File: src/rtl/fpadd_pkg.sv
package fpadd_pkg;

  typedef enum logic [1:0] {
    RM_NEAR = 2'b00,
    RM_ZERO = 2'b01,
    RM_UP   = 2'b10,
    RM_DOWN = 2'b11
  } rmode_e;

  localparam int FL_NV = 3;
  localparam int FL_OF = 2;
  localparam int FL_UF = 1;
  localparam int FL_NX = 0;

  // Whether to add one ulp to the truncated magnitude
  function automatic logic round_inc(input logic [1:0] rm, input logic sgn,
                                     input logic lsb, input logic rnd, input logic stk);
    logic inc;
    case (rmode_e'(rm))
      RM_NEAR: inc = rnd & (stk | lsb);
      RM_ZERO: inc = 1'b0;
      RM_UP:   inc = (rnd | stk) & ~sgn;
      default: inc = (rnd | stk) & sgn;
    endcase
    return inc;
  endfunction

  // Whether an overflowing result saturates to infinity
  function automatic logic ovf_to_inf(input logic [1:0] rm, input logic sgn);
    logic r;
    case (rmode_e'(rm))
      RM_NEAR: r = 1'b1;
      RM_ZERO: r = 1'b0;
      RM_UP:   r = ~sgn;
      default: r = sgn;
    endcase
    return r;
  endfunction

endpackage

File: src/rtl/fpadd_unpack.sv
module fpadd_unpack #(
  parameter int EW = 8,
  parameter int MW = 23
) (
  input  logic [EW+MW:0] x,
  output logic           sgn,
  output logic [EW-1:0]  exp_eff,
  output logic [MW:0]    sig,
  output logic           is_nan,
  output logic           is_snan,
  output logic           is_inf
);
  logic [EW-1:0] ef;
  logic [MW-1:0] fr;
  logic          e_max, e_min;

  always_comb begin
    sgn     = x[EW+MW];
    ef      = x[EW+MW-1:MW];
    fr      = x[MW-1:0];
    e_max   = &ef;
    e_min   = ~|ef;
    exp_eff = e_min ? EW'(1) : ef;
    sig     = {~e_min, fr};
    is_nan  = e_max & (|fr);
    is_snan = is_nan & ~fr[MW-1];
    is_inf  = e_max & ~(|fr);
  end
endmodule

File: src/rtl/fpadd_special.sv
module fpadd_special #(
  parameter int EW = 8,
  parameter int MW = 23
) (
  input  logic [EW+MW:0] a,
  input  logic [EW+MW:0] b,
  input  logic           b_sgn_eff,
  input  logic           eff_sub,
  input  logic           nan_a,
  input  logic           nan_b,
  input  logic           snan_a,
  input  logic           snan_b,
  input  logic           inf_a,
  input  logic           inf_b,
  input  logic           legacy,
  output logic           hit,
  output logic [EW+MW:0] val,
  output logic           nv,
  output logic           nan_any,
  output logic           inf_clash
);
  localparam logic [EW+MW:0] QBIT = (EW+MW+1)'(1) << (MW-1);
  localparam logic [EW+MW:0] DNAN = {1'b0, {EW{1'b1}}, 1'b1, {(MW-1){1'b0}}};

  always_comb begin
    nan_any   = nan_a | nan_b;
    inf_clash = inf_a & inf_b & eff_sub;
    hit       = nan_any | inf_a | inf_b;
    nv        = 1'b0;
    val       = '0;
    if (nan_any) begin
      if (legacy) begin
        val = nan_a ? a : b;
      end else begin
        val = (nan_b ? b : a) | QBIT;
        nv  = snan_a | snan_b;
      end
    end else if (inf_clash) begin
      val = DNAN;
      nv  = 1'b1;
    end else if (inf_a) begin
      val = a;
    end else if (inf_b) begin
      val = {b_sgn_eff, b[EW+MW-1:0]};
    end
  end
endmodule

File: src/rtl/fpadd_datapath.sv
module fpadd_datapath
  import fpadd_pkg::*;
#(
  parameter int EW = 8,
  parameter int MW = 23
) (
  input  logic           sa,
  input  logic [EW-1:0]  ea,
  input  logic [MW:0]    siga,
  input  logic           sb,
  input  logic [EW-1:0]  eb,
  input  logic [MW:0]    sigb,
  input  logic           eff_sub,
  input  logic [1:0]     rm,
  output logic [EW+MW:0] res,
  output logic [3:0]     flags
);
  localparam int W   = MW + 1;
  localparam int S   = W + 3;
  localparam int LZW = $clog2(S + 1);
  localparam int EXW = EW + 1;
  localparam logic [EXW-1:0] EMAX = {1'b0, {EW{1'b1}}};

  logic              a_ge, sgn, zsign;
  logic [EW-1:0]     e_big, e_small, d;
  logic [MW:0]       sig_big, sig_small;
  logic [S-1:0]      sm, shifted, lostbits, n;
  logic [S:0]        small_al, big_ext, sum;
  logic [LZW-1:0]    lz;
  logic [EXW-1:0]    lim, lz_x, shl, e_n, exp_f;
  logic [MW-1:0]     frac;
  logic              hidden, lsb, rnd, stk, inexact, inc, ovf;
  logic [EXW+MW-1:0] packed_r;

  // Align: larger magnitude first, smaller shifted right with sticky
  always_comb begin
    a_ge      = {ea, siga} >= {eb, sigb};
    e_big     = a_ge ? ea : eb;
    e_small   = a_ge ? eb : ea;
    sig_big   = a_ge ? siga : sigb;
    sig_small = a_ge ? sigb : siga;
    sgn       = a_ge ? sa : sb;
    d         = e_big - e_small;
    sm        = {sig_small, 3'b000};
    shifted   = (d >= EW'(S)) ? '0 : (sm >> d);
    lostbits  = (d >= EW'(S)) ? sm : (sm << (S - int'(d)));
    small_al  = {1'b0, shifted[S-1:1], shifted[0] | (|lostbits)};
    big_ext   = {1'b0, sig_big, 3'b000};
    sum       = eff_sub ? (big_ext - small_al) : (big_ext + small_al);
  end

  // Leading-zero count of the sum below its carry bit
  always_comb begin
    lz = LZW'(S);
    for (int i = 0; i < S; i++) begin
      if (sum[i]) lz = LZW'(S - 1 - i);
    end
  end

  // Normalize, stopping at the minimum exponent for subnormals
  always_comb begin
    lim  = {1'b0, e_big} - EXW'(1);
    lz_x = EXW'(lz);
    shl  = (lz_x < lim) ? lz_x : lim;
    if (sum[S]) begin
      n   = {sum[S:2], sum[1] | sum[0]};
      e_n = {1'b0, e_big} + EXW'(1);
    end else begin
      n   = sum[S-1:0] << shl;
      e_n = {1'b0, e_big} - shl;
    end
    hidden = n[S-1];
    exp_f  = hidden ? e_n : '0;
    frac   = n[S-2:3];
    lsb    = n[3];
    rnd    = n[2];
    stk    = |n[1:0];
  end

  // Round: carries ripple from fraction into exponent field
  always_comb begin
    inexact  = rnd | stk;
    inc      = round_inc(rm, sgn, lsb, rnd, stk);
    packed_r = {exp_f, frac} + (EXW+MW)'(inc);
    ovf      = packed_r[EXW+MW-1:MW] >= EMAX;
    zsign    = eff_sub ? (rm == RM_DOWN) : sgn;
    flags    = '0;
    if (sum == '0) begin
      res = {zsign, {(EW+MW){1'b0}}};
    end else if (ovf) begin
      res = ovf_to_inf(rm, sgn) ? {sgn, {EW{1'b1}}, {MW{1'b0}}}
                                : {sgn, {(EW-1){1'b1}}, 1'b0, {MW{1'b1}}};
      flags[FL_OF] = 1'b1;
      flags[FL_NX] = 1'b1;
    end else begin
      res = {sgn, packed_r[EW+MW-1:0]};
      flags[FL_NX] = inexact;
      flags[FL_UF] = inexact & ~hidden;
    end
  end
endmodule

File: src/rtl/fp32_addsub_rnd.sv
module fp32_addsub_rnd
  import fpadd_pkg::*;
#(
  parameter int EW = 8,
  parameter int MW = 23
) (
  input  logic             clk,
  input  logic             rst_n,
  input  logic             in_valid,
  input  logic [EW+MW:0]   op_a,
  input  logic [EW+MW:0]   op_b,
  input  logic             do_sub,
  input  logic [1:0]       rnd_mode,
  input  logic             nan_legacy,
  output logic             out_valid,
  output logic [EW+MW:0]   result,
  output logic [3:0]       exc_flags
);
  localparam int XW = EW + MW + 1;
  localparam logic [XW-1:0] DNAN = {1'b0, {EW{1'b1}}, 1'b1, {(MW-1){1'b0}}};

  logic          a_sgn, b_sgn, b_sgn_eff, eff_sub;
  logic [EW-1:0] a_exp, b_exp;
  logic [MW:0]   a_sig, b_sig;
  logic          a_nan, a_snan, a_inf, b_nan, b_snan, b_inf;
  logic          sp_hit, sp_nv, sp_nan_any, sp_inf_clash;
  logic [XW-1:0] sp_res, dp_res, nxt_res;
  logic [3:0]    dp_flags, nxt_flags;

  fpadd_unpack #(.EW(EW), .MW(MW)) u_unpack_a (
    .x(op_a), .sgn(a_sgn), .exp_eff(a_exp), .sig(a_sig),
    .is_nan(a_nan), .is_snan(a_snan), .is_inf(a_inf)
  );

  fpadd_unpack #(.EW(EW), .MW(MW)) u_unpack_b (
    .x(op_b), .sgn(b_sgn), .exp_eff(b_exp), .sig(b_sig),
    .is_nan(b_nan), .is_snan(b_snan), .is_inf(b_inf)
  );

  assign b_sgn_eff = b_sgn ^ do_sub;
  assign eff_sub   = a_sgn ^ b_sgn_eff;

  fpadd_special #(.EW(EW), .MW(MW)) u_special (
    .a(op_a), .b(op_b), .b_sgn_eff(b_sgn_eff), .eff_sub(eff_sub),
    .nan_a(a_nan), .nan_b(b_nan), .snan_a(a_snan), .snan_b(b_snan),
    .inf_a(a_inf), .inf_b(b_inf), .legacy(nan_legacy),
    .hit(sp_hit), .val(sp_res), .nv(sp_nv),
    .nan_any(sp_nan_any), .inf_clash(sp_inf_clash)
  );

  fpadd_datapath #(.EW(EW), .MW(MW)) u_datapath (
    .sa(a_sgn), .ea(a_exp), .siga(a_sig),
    .sb(b_sgn_eff), .eb(b_exp), .sigb(b_sig),
    .eff_sub(eff_sub), .rm(rnd_mode),
    .res(dp_res), .flags(dp_flags)
  );

  always_comb begin
    nxt_res   = sp_hit ? sp_res : dp_res;
    nxt_flags = sp_hit ? {sp_nv, 3'b000} : dp_flags;
  end

  always_ff @(posedge clk or negedge rst_n) begin
    if (!rst_n) begin
      out_valid <= 1'b0;
      result    <= '0;
      exc_flags <= '0;
    end else begin
      out_valid <= in_valid;
      if (in_valid) begin
        result    <= nxt_res;
        exc_flags <= nxt_flags;
      end
    end
  end

  // one-cycle latency of the valid strobe
  p_latency_r12: assert property (@(posedge clk) disable iff (!rst_n)
    in_valid |=> out_valid);
  p_idle_r12: assert property (@(posedge clk) disable iff (!rst_n)
    !in_valid |=> !out_valid);

  // opposing infinities give the default NaN with invalid only
  p_inf_clash_r3: assert property (@(posedge clk) disable iff (!rst_n)
    (in_valid && sp_inf_clash) |=> (result == DNAN && exc_flags == 4'b1000));

  // exact infinity from a finite partner raises nothing
  p_inf_exact_r4: assert property (@(posedge clk) disable iff (!rst_n)
    (in_valid && sp_hit && !sp_nan_any && !sp_inf_clash) |=> (exc_flags == 4'b0000));

  // quieting policy always returns a quiet NaN
  p_quiet_out_r5: assert property (@(posedge clk) disable iff (!rst_n)
    (in_valid && !nan_legacy && sp_nan_any) |=> (result[MW-1] && (&result[XW-2:MW])));

  // legacy policy is silent on NaNs
  p_legacy_silent_r7: assert property (@(posedge clk) disable iff (!rst_n)
    (in_valid && nan_legacy && sp_nan_any) |=> (exc_flags == 4'b0000));

  // overflow always comes with inexact
  p_ovf_inexact_r2: assert property (@(posedge clk) disable iff (!rst_n)
    (out_valid && exc_flags[FL_OF]) |-> exc_flags[FL_NX]);
endmodule

File: config.mk
export PLATFORM = sky130hd
export DESIGN_NAME = fp32_addsub_rnd
export DESIGN_NICKNAME = d
export VERILOG_FILES = /design/src/rtl/fpadd_pkg.sv /design/src/rtl/fpadd_unpack.sv /design/src/rtl/fpadd_special.sv /design/src/rtl/fpadd_datapath.sv /design/src/rtl/fp32_addsub_rnd.sv
export SDC_FILE = /design/constraint.sdc
export NUM_CORES = 1
export LEC_CHECK = 0
export BUFFER_PORTS_ARGS = -buffer_cell sky130_fd_sc_hd__buf_2
export CELL_PAD_IN_SITES_DETAIL_PLACEMENT = 2
export CELL_PAD_IN_SITES_GLOBAL_PLACEMENT = 2
export CORE_MARGIN = 2
export CORE_UTILIZATION = 39
export DETAILED_ROUTE_END_ITERATION = 16
export GPL_TIMING_DRIVEN = 1
export PLACE_DENSITY = 0.91
export SETUP_SLACK_MARGIN = 0.3
export SYNTH_ARGS = -nofsm -noshare
export SYNTH_HDL_FRONTEND = slang
export SYNTH_SLANG_ARGS = --single-unit
File: constraint.sdc
create_clock -name clk -period 1.4 [get_ports clk]
set_input_delay 0.21 -clock clk [delete_from_list [all_inputs] [get_ports clk]]
set_output_delay 0.21 -clock clk [all_outputs]
set_load 0.01 [all_outputs]
==> results of run 1 <==
## cells by family after synthesis
| kind of cell | synth area share (%) |
|---|---|
| and+or+nand+nor | 26.5 |
| AOI/OAI and AO/OA | 36.6 |
| buffers and inverters | 8.31 |
| muxes | 10.4 |
| adders and majority gates | 8.75 |
| xor gates and xnor gates | 3.26 |
| DFF | 6.16 |
## synthesized netlist by cell type (all sizes together), types with 28 or more instances
library cell | count | area (um^2)
mux2i | 91 | 911
o211ai | 41 | 313
ha | 102 | 1280
clkbuf | 93 | 353
o22ai | 33 | 206
nand3 | 85 | 440
o21ai | 158 | 802
buf | 61 | 364
nor3 | 69 | 370
nor4 | 33 | 234
xnor2 | 42 | 368
nand4 | 33 | 219
a31oi | 34 | 219
dfrtp | 37 | 926
inv | 141 | 529
and2 | 28 | 178
nor2 | 186 | 708
a211o | 32 | 280
a211oi | 42 | 330
nand2 | 249 | 950
a21oi | 178 | 906
## through the flow
step | cells | TNS (ns) | area [um^2]
3_3_place_gp | 3544 | -389.68 | 22400
2_1_floorplan | 2228 | -414.46 | 15600
==> parameters.txt, run 1 <==
Parameter                              Value

Run status
  Status    did not finish
  Stage where the flow stopped    3_5_place_dp
  Halt Reason    [ERROR DPL-0033] detailed placement checks failed during check placement.

Synth
  Post-synthesis area per instance    6.75 um^2
  EDFF count, synth    0
  Synth Instances    2228
  Netlist area before placement    0.0150 mm^2
  Sequential element share of the synthesized area    6.16%
  Yosys reg bits    37
  Yosys warning total    0
  Primary FF master, synth    sky130_fd_sc_hd__dfrtp_1
  Syn Nets    2403
  Number of distinct standard cells referenced by the synthesized netlist    117
  Share of synthesized registers carrying an async set or reset    100%

Placement
  Weighted congestion at the end of routability-driven global placement    1.11
  Placed wire-length estimate    108000 um
  Number of port buffers    107

Floorplanning
  Row count    71
  Top-Level Pins    108
  Starting utilization of the core area    39.7%
  Chip Height    200 um
  Die boundary width    200 um
==> run 2: changes to the inputs <==
- CELL_PAD_IN_SITES_DETAIL_PLACEMENT: 2 -> default
- CELL_PAD_IN_SITES_GLOBAL_PLACEMENT: 2 -> default
- CORE_UTILIZATION: 39 -> 32
- PLACE_DENSITY: 0.91 -> default
- PLACE_DENSITY_LB_ADDON: default -> 0.15
- SETUP_SLACK_MARGIN: 0.3 -> default
==> parameters.txt, run 2 <==
Parameter                              Value

Global routing
  GR met3 Demand/Resource    4.47%
  Pin count of the biggest net entering global routing    81
  Vias in the first global route    21300
  Met1 global-route usage    48.8%
  Number of antenna violations at the first check in global routing    11
  Most Used Layer, Global Route    met2
  Global-route wire length before repair    133000 um
  GRT Total Usage    36.2%
  GRT Residual Overflow    0
  Global-route met2 utilization    58.7%

Timing
  Setup TNS after final layout    -375.34 ns
  Transition time of the tightest slew-check pin    0.994 ns
  Headroom to the max-slew limit    33.7%
  Final setup viols    36
  Pins over their slew limit    0
  Final worst-path cycle share    884%
  Skew final    0 ns
  Setup repair after global routing missed its margin    true
  Least setup slack across all paths after layout    -10.97 ns
  Fin. Hold Viols    0
  Post-route minimum period    12.37 ns
  Achievable frequency    80.8 MHz

Final layout
  Largest register FFs    32
  Largest Register    result
  Final nets    3354
  Fraction of the core area covered by cells at the end of the flow    53.7%
  Largest registers    result: 32 flops, exc_flags: 4 flops, out_valid: 1 flops
  Leading cell type in the layout, fill and taps excluded    sky130_fd_sc_hd__buf_4
  Top library cells by usage in the layout, fill and taps aside    946 x sky130_fd_sc_hd__buf_4, 238 x sky130_fd_sc_hd__nand2_1, 173 x sky130_fd_sc_hd__nor2_1
  Layout overhead on the synthesized area    66.0%
  Share of layout cells above drive strength 1    44.1%
  Filler-free cell count of the finished design    3794

Synth
  Cell type with the highest aggregate area in the netlist    sky130_fd_sc_hd__ha_1 (unchanged)
  Yosys warning total    0 (unchanged)
  Cell types occupying the most area after synthesis    sky130_fd_sc_hd__ha_1 8.5%, sky130_fd_sc_hd__dfrtp_1 6.2%, sky130_fd_sc_hd__nand2_1 6.1%, sky130_fd_sc_hd__mux2i_1 6.1%, sky130_fd_sc_hd__a21oi_1 5.9% (unchanged)
  EDFF count, synth    0 (unchanged)
  Post-synthesis area per instance    6.75 um^2 (unchanged)
  Syn Nets    2403 (unchanged)
  Share of synthesized registers carrying an async set or reset    100% (unchanged)
  Synth top cells by count    245 x sky130_fd_sc_hd__nand2_1, 184 x sky130_fd_sc_hd__nor2_1, 176 x sky130_fd_sc_hd__a21oi_1 (unchanged)
  Primary FF master, synth    sky130_fd_sc_hd__dfrtp_1 (unchanged)
  Top-count cell post-synth    sky130_fd_sc_hd__nand2_1 (unchanged)
  Yosys reg bits    37 (unchanged)
  Netlist area before placement    0.0150 mm^2 (unchanged)
  Fraction of post-synthesis cell area in the top cell type by area    8.49% (unchanged)
  Synth Instances    2228 (unchanged)
  Number of distinct standard cells referenced by the synthesized netlist    117 (unchanged)
  Sequential element share of the synthesized area    6.16% (unchanged)

Placement
  Worst slack at placement    -11.64 ns
  Number of port buffers    107 (unchanged)
  Number of placed instances, taps included    3689
  Weighted congestion at the end of routability-driven global placement    1.04 (was 1.11)
  Placed wire-length estimate    74800 um (was 108000 um)

Clocking
  Maximum number of buffers from clock root to sink    2
  Clock Pin Slew Worst Setup and Hold Paths    0.06 ns
  Master cell of the clock root buffer    sky130_fd_sc_hd__clkbuf_16
  Clock sink count    37
  Latest clock arrival within the worst-skew pair    0.28 ns
  Number of H-tree branching levels    2
  Cts bufs inserted    5
  TritonCTS clock tree    built

Route
  Post-route ant nets    0
  Detailed-routing iteration count for the pre-antenna-repair pass    6
  Routed wire length    90800 um
  1st-iter DRT viols    2433
  DRC violations left    0
  Routed vias/inst    5.93
  Vias    22500
  Post-detailed-route wirelength per cell    23.9 um

Critical path
  Maximum fanout encountered on the critical timing path    12
  Critical path launch point type    input pin
  WP data required    1.62 ns
  Length in cells of the worst reg-to-reg path    2
  Cell at the slowest stage of the critical path    sky130_fd_sc_hd__or4b_4
  Category of the most critical setup path    in -> reg
  Endpoint kind of the worst setup timing path    flop
  Arrival @ worst endpoint    12.59 ns
  Register-to-register setup slack    0.40 ns
  Most frequent cell on the critical path    sky130_fd_sc_hd__buf_4
  Crit path depth    76
  Cell type group with the largest total delay on the critical path    compound AO/OA/AOI/OAI gates
  RR Endpoint    result[22]
  Reg-to-reg critical path startpoint    result[22]
  Crit path largest cell delay    0.55 ns
  Number of buffer and inverter stages on the critical path    23

Power
  Static Leakage    0.0119 uW
  Pwr per Cell Area    1340 mW/mm^2
  Peak ir drop on the vdd network    0.00130 V
  Power Total    33500 uW

Floorplanning
  Chip Height    221 um (was 200 um)
  Top-Level Pins    108 (unchanged)
  Die boundary width    221 um (was 200 um)
  Area of the placeable core    0.0465 mm^2
  Starting utilization of the core area    32.4% (was 39.7%)
  Die area    0.0487 mm^2
  Row count    79 (was 71)

Run status
  Failing checks    setup timing
  Status    complete, but fails checks (was did not finish)

Flow run
  Number of max-capacitance violations reported    0

Worst hold path
  Hold/Removal Path Class    in -> reg
  End point of the worst hold path    out_valid
  Hold path startpoint    in_valid
  Worst hold stages    2
run 2: cell counts after synthesis:
No cell type changed its count.
run 2: how the worst max path moves through the flow:
stage / startpoint / end
3_5_place_dp: op_b[25] / result[18]
2_1_floorplan: op_a[25] / result[12]
5_1_grt: op_a[30] / result[20]
3_3_place_gp: op_b[25] / result[18]
6_report: op_b[30] / result[1]
4_1_cts: op_b[30] / result[17]
run 2: per-stage QoR:
| step | cell area [um^2] | hold slack (ns) |
|---|---|---|
| after CTS | 24100 | 0.332 |
| after detailed placement | 22900 | 0.289 |
| after floorplan | 15600 | -0.0856 |
| final | 25000 | 0.340 |
| after global placement | 22900 | 0.282 |
| after global routing | 25000 | 0.351 |
run 2: what timing repair did:
item	CTS	global route
setup buffers	46	38
hold buffers	1	0
resized for setup	130	106
pin swaps	69	50
hold endpoints to repair	35	0
setup endpoints to repair	36	36
cloned	5	4
run 2: layer usage:
layer | vias up | wire length, um | share of wire, %
met5 | - | 42 | 0.046
met4 | 6 | 4420 | 4.9
met1 | 10800 | 38400 | 42
met2 | 1123 | 40800 | 45
li1 | 10300 | - | -
met3 | 219 | 7150 | 7.9
run 2: final cells by class:
type	instances	area [um^2]
repair buffers	1094	8340
well taps	607	759
fillers	4609	21500
inverters	142	538
flip-flops and latches	37	926
diodes	7	17.5
multi-input cells	1899	14200
clock inverters	1	8.76
clock buffers	7	153
run 2: power by group:
group	internal (uW)	switching [uW]
clock	764	463
sequential	1550	346
combinational	14200	16100
total	16600	17000
run 2: logic make-up after synthesis:
family	count (synthesis)	share of synthesized area [%]
adder cells (fa/ha/maj)	104	8.75
AND/OR/NAND/NOR	812	26.5
buffers and inverters	296	8.31
multiplexers	128	10.4
XOR/XNOR	56	3.26
AO/OA/AOI/OAI	795	36.6
flip-flops	37	6.16
Power figures use the tool's default switching activity.
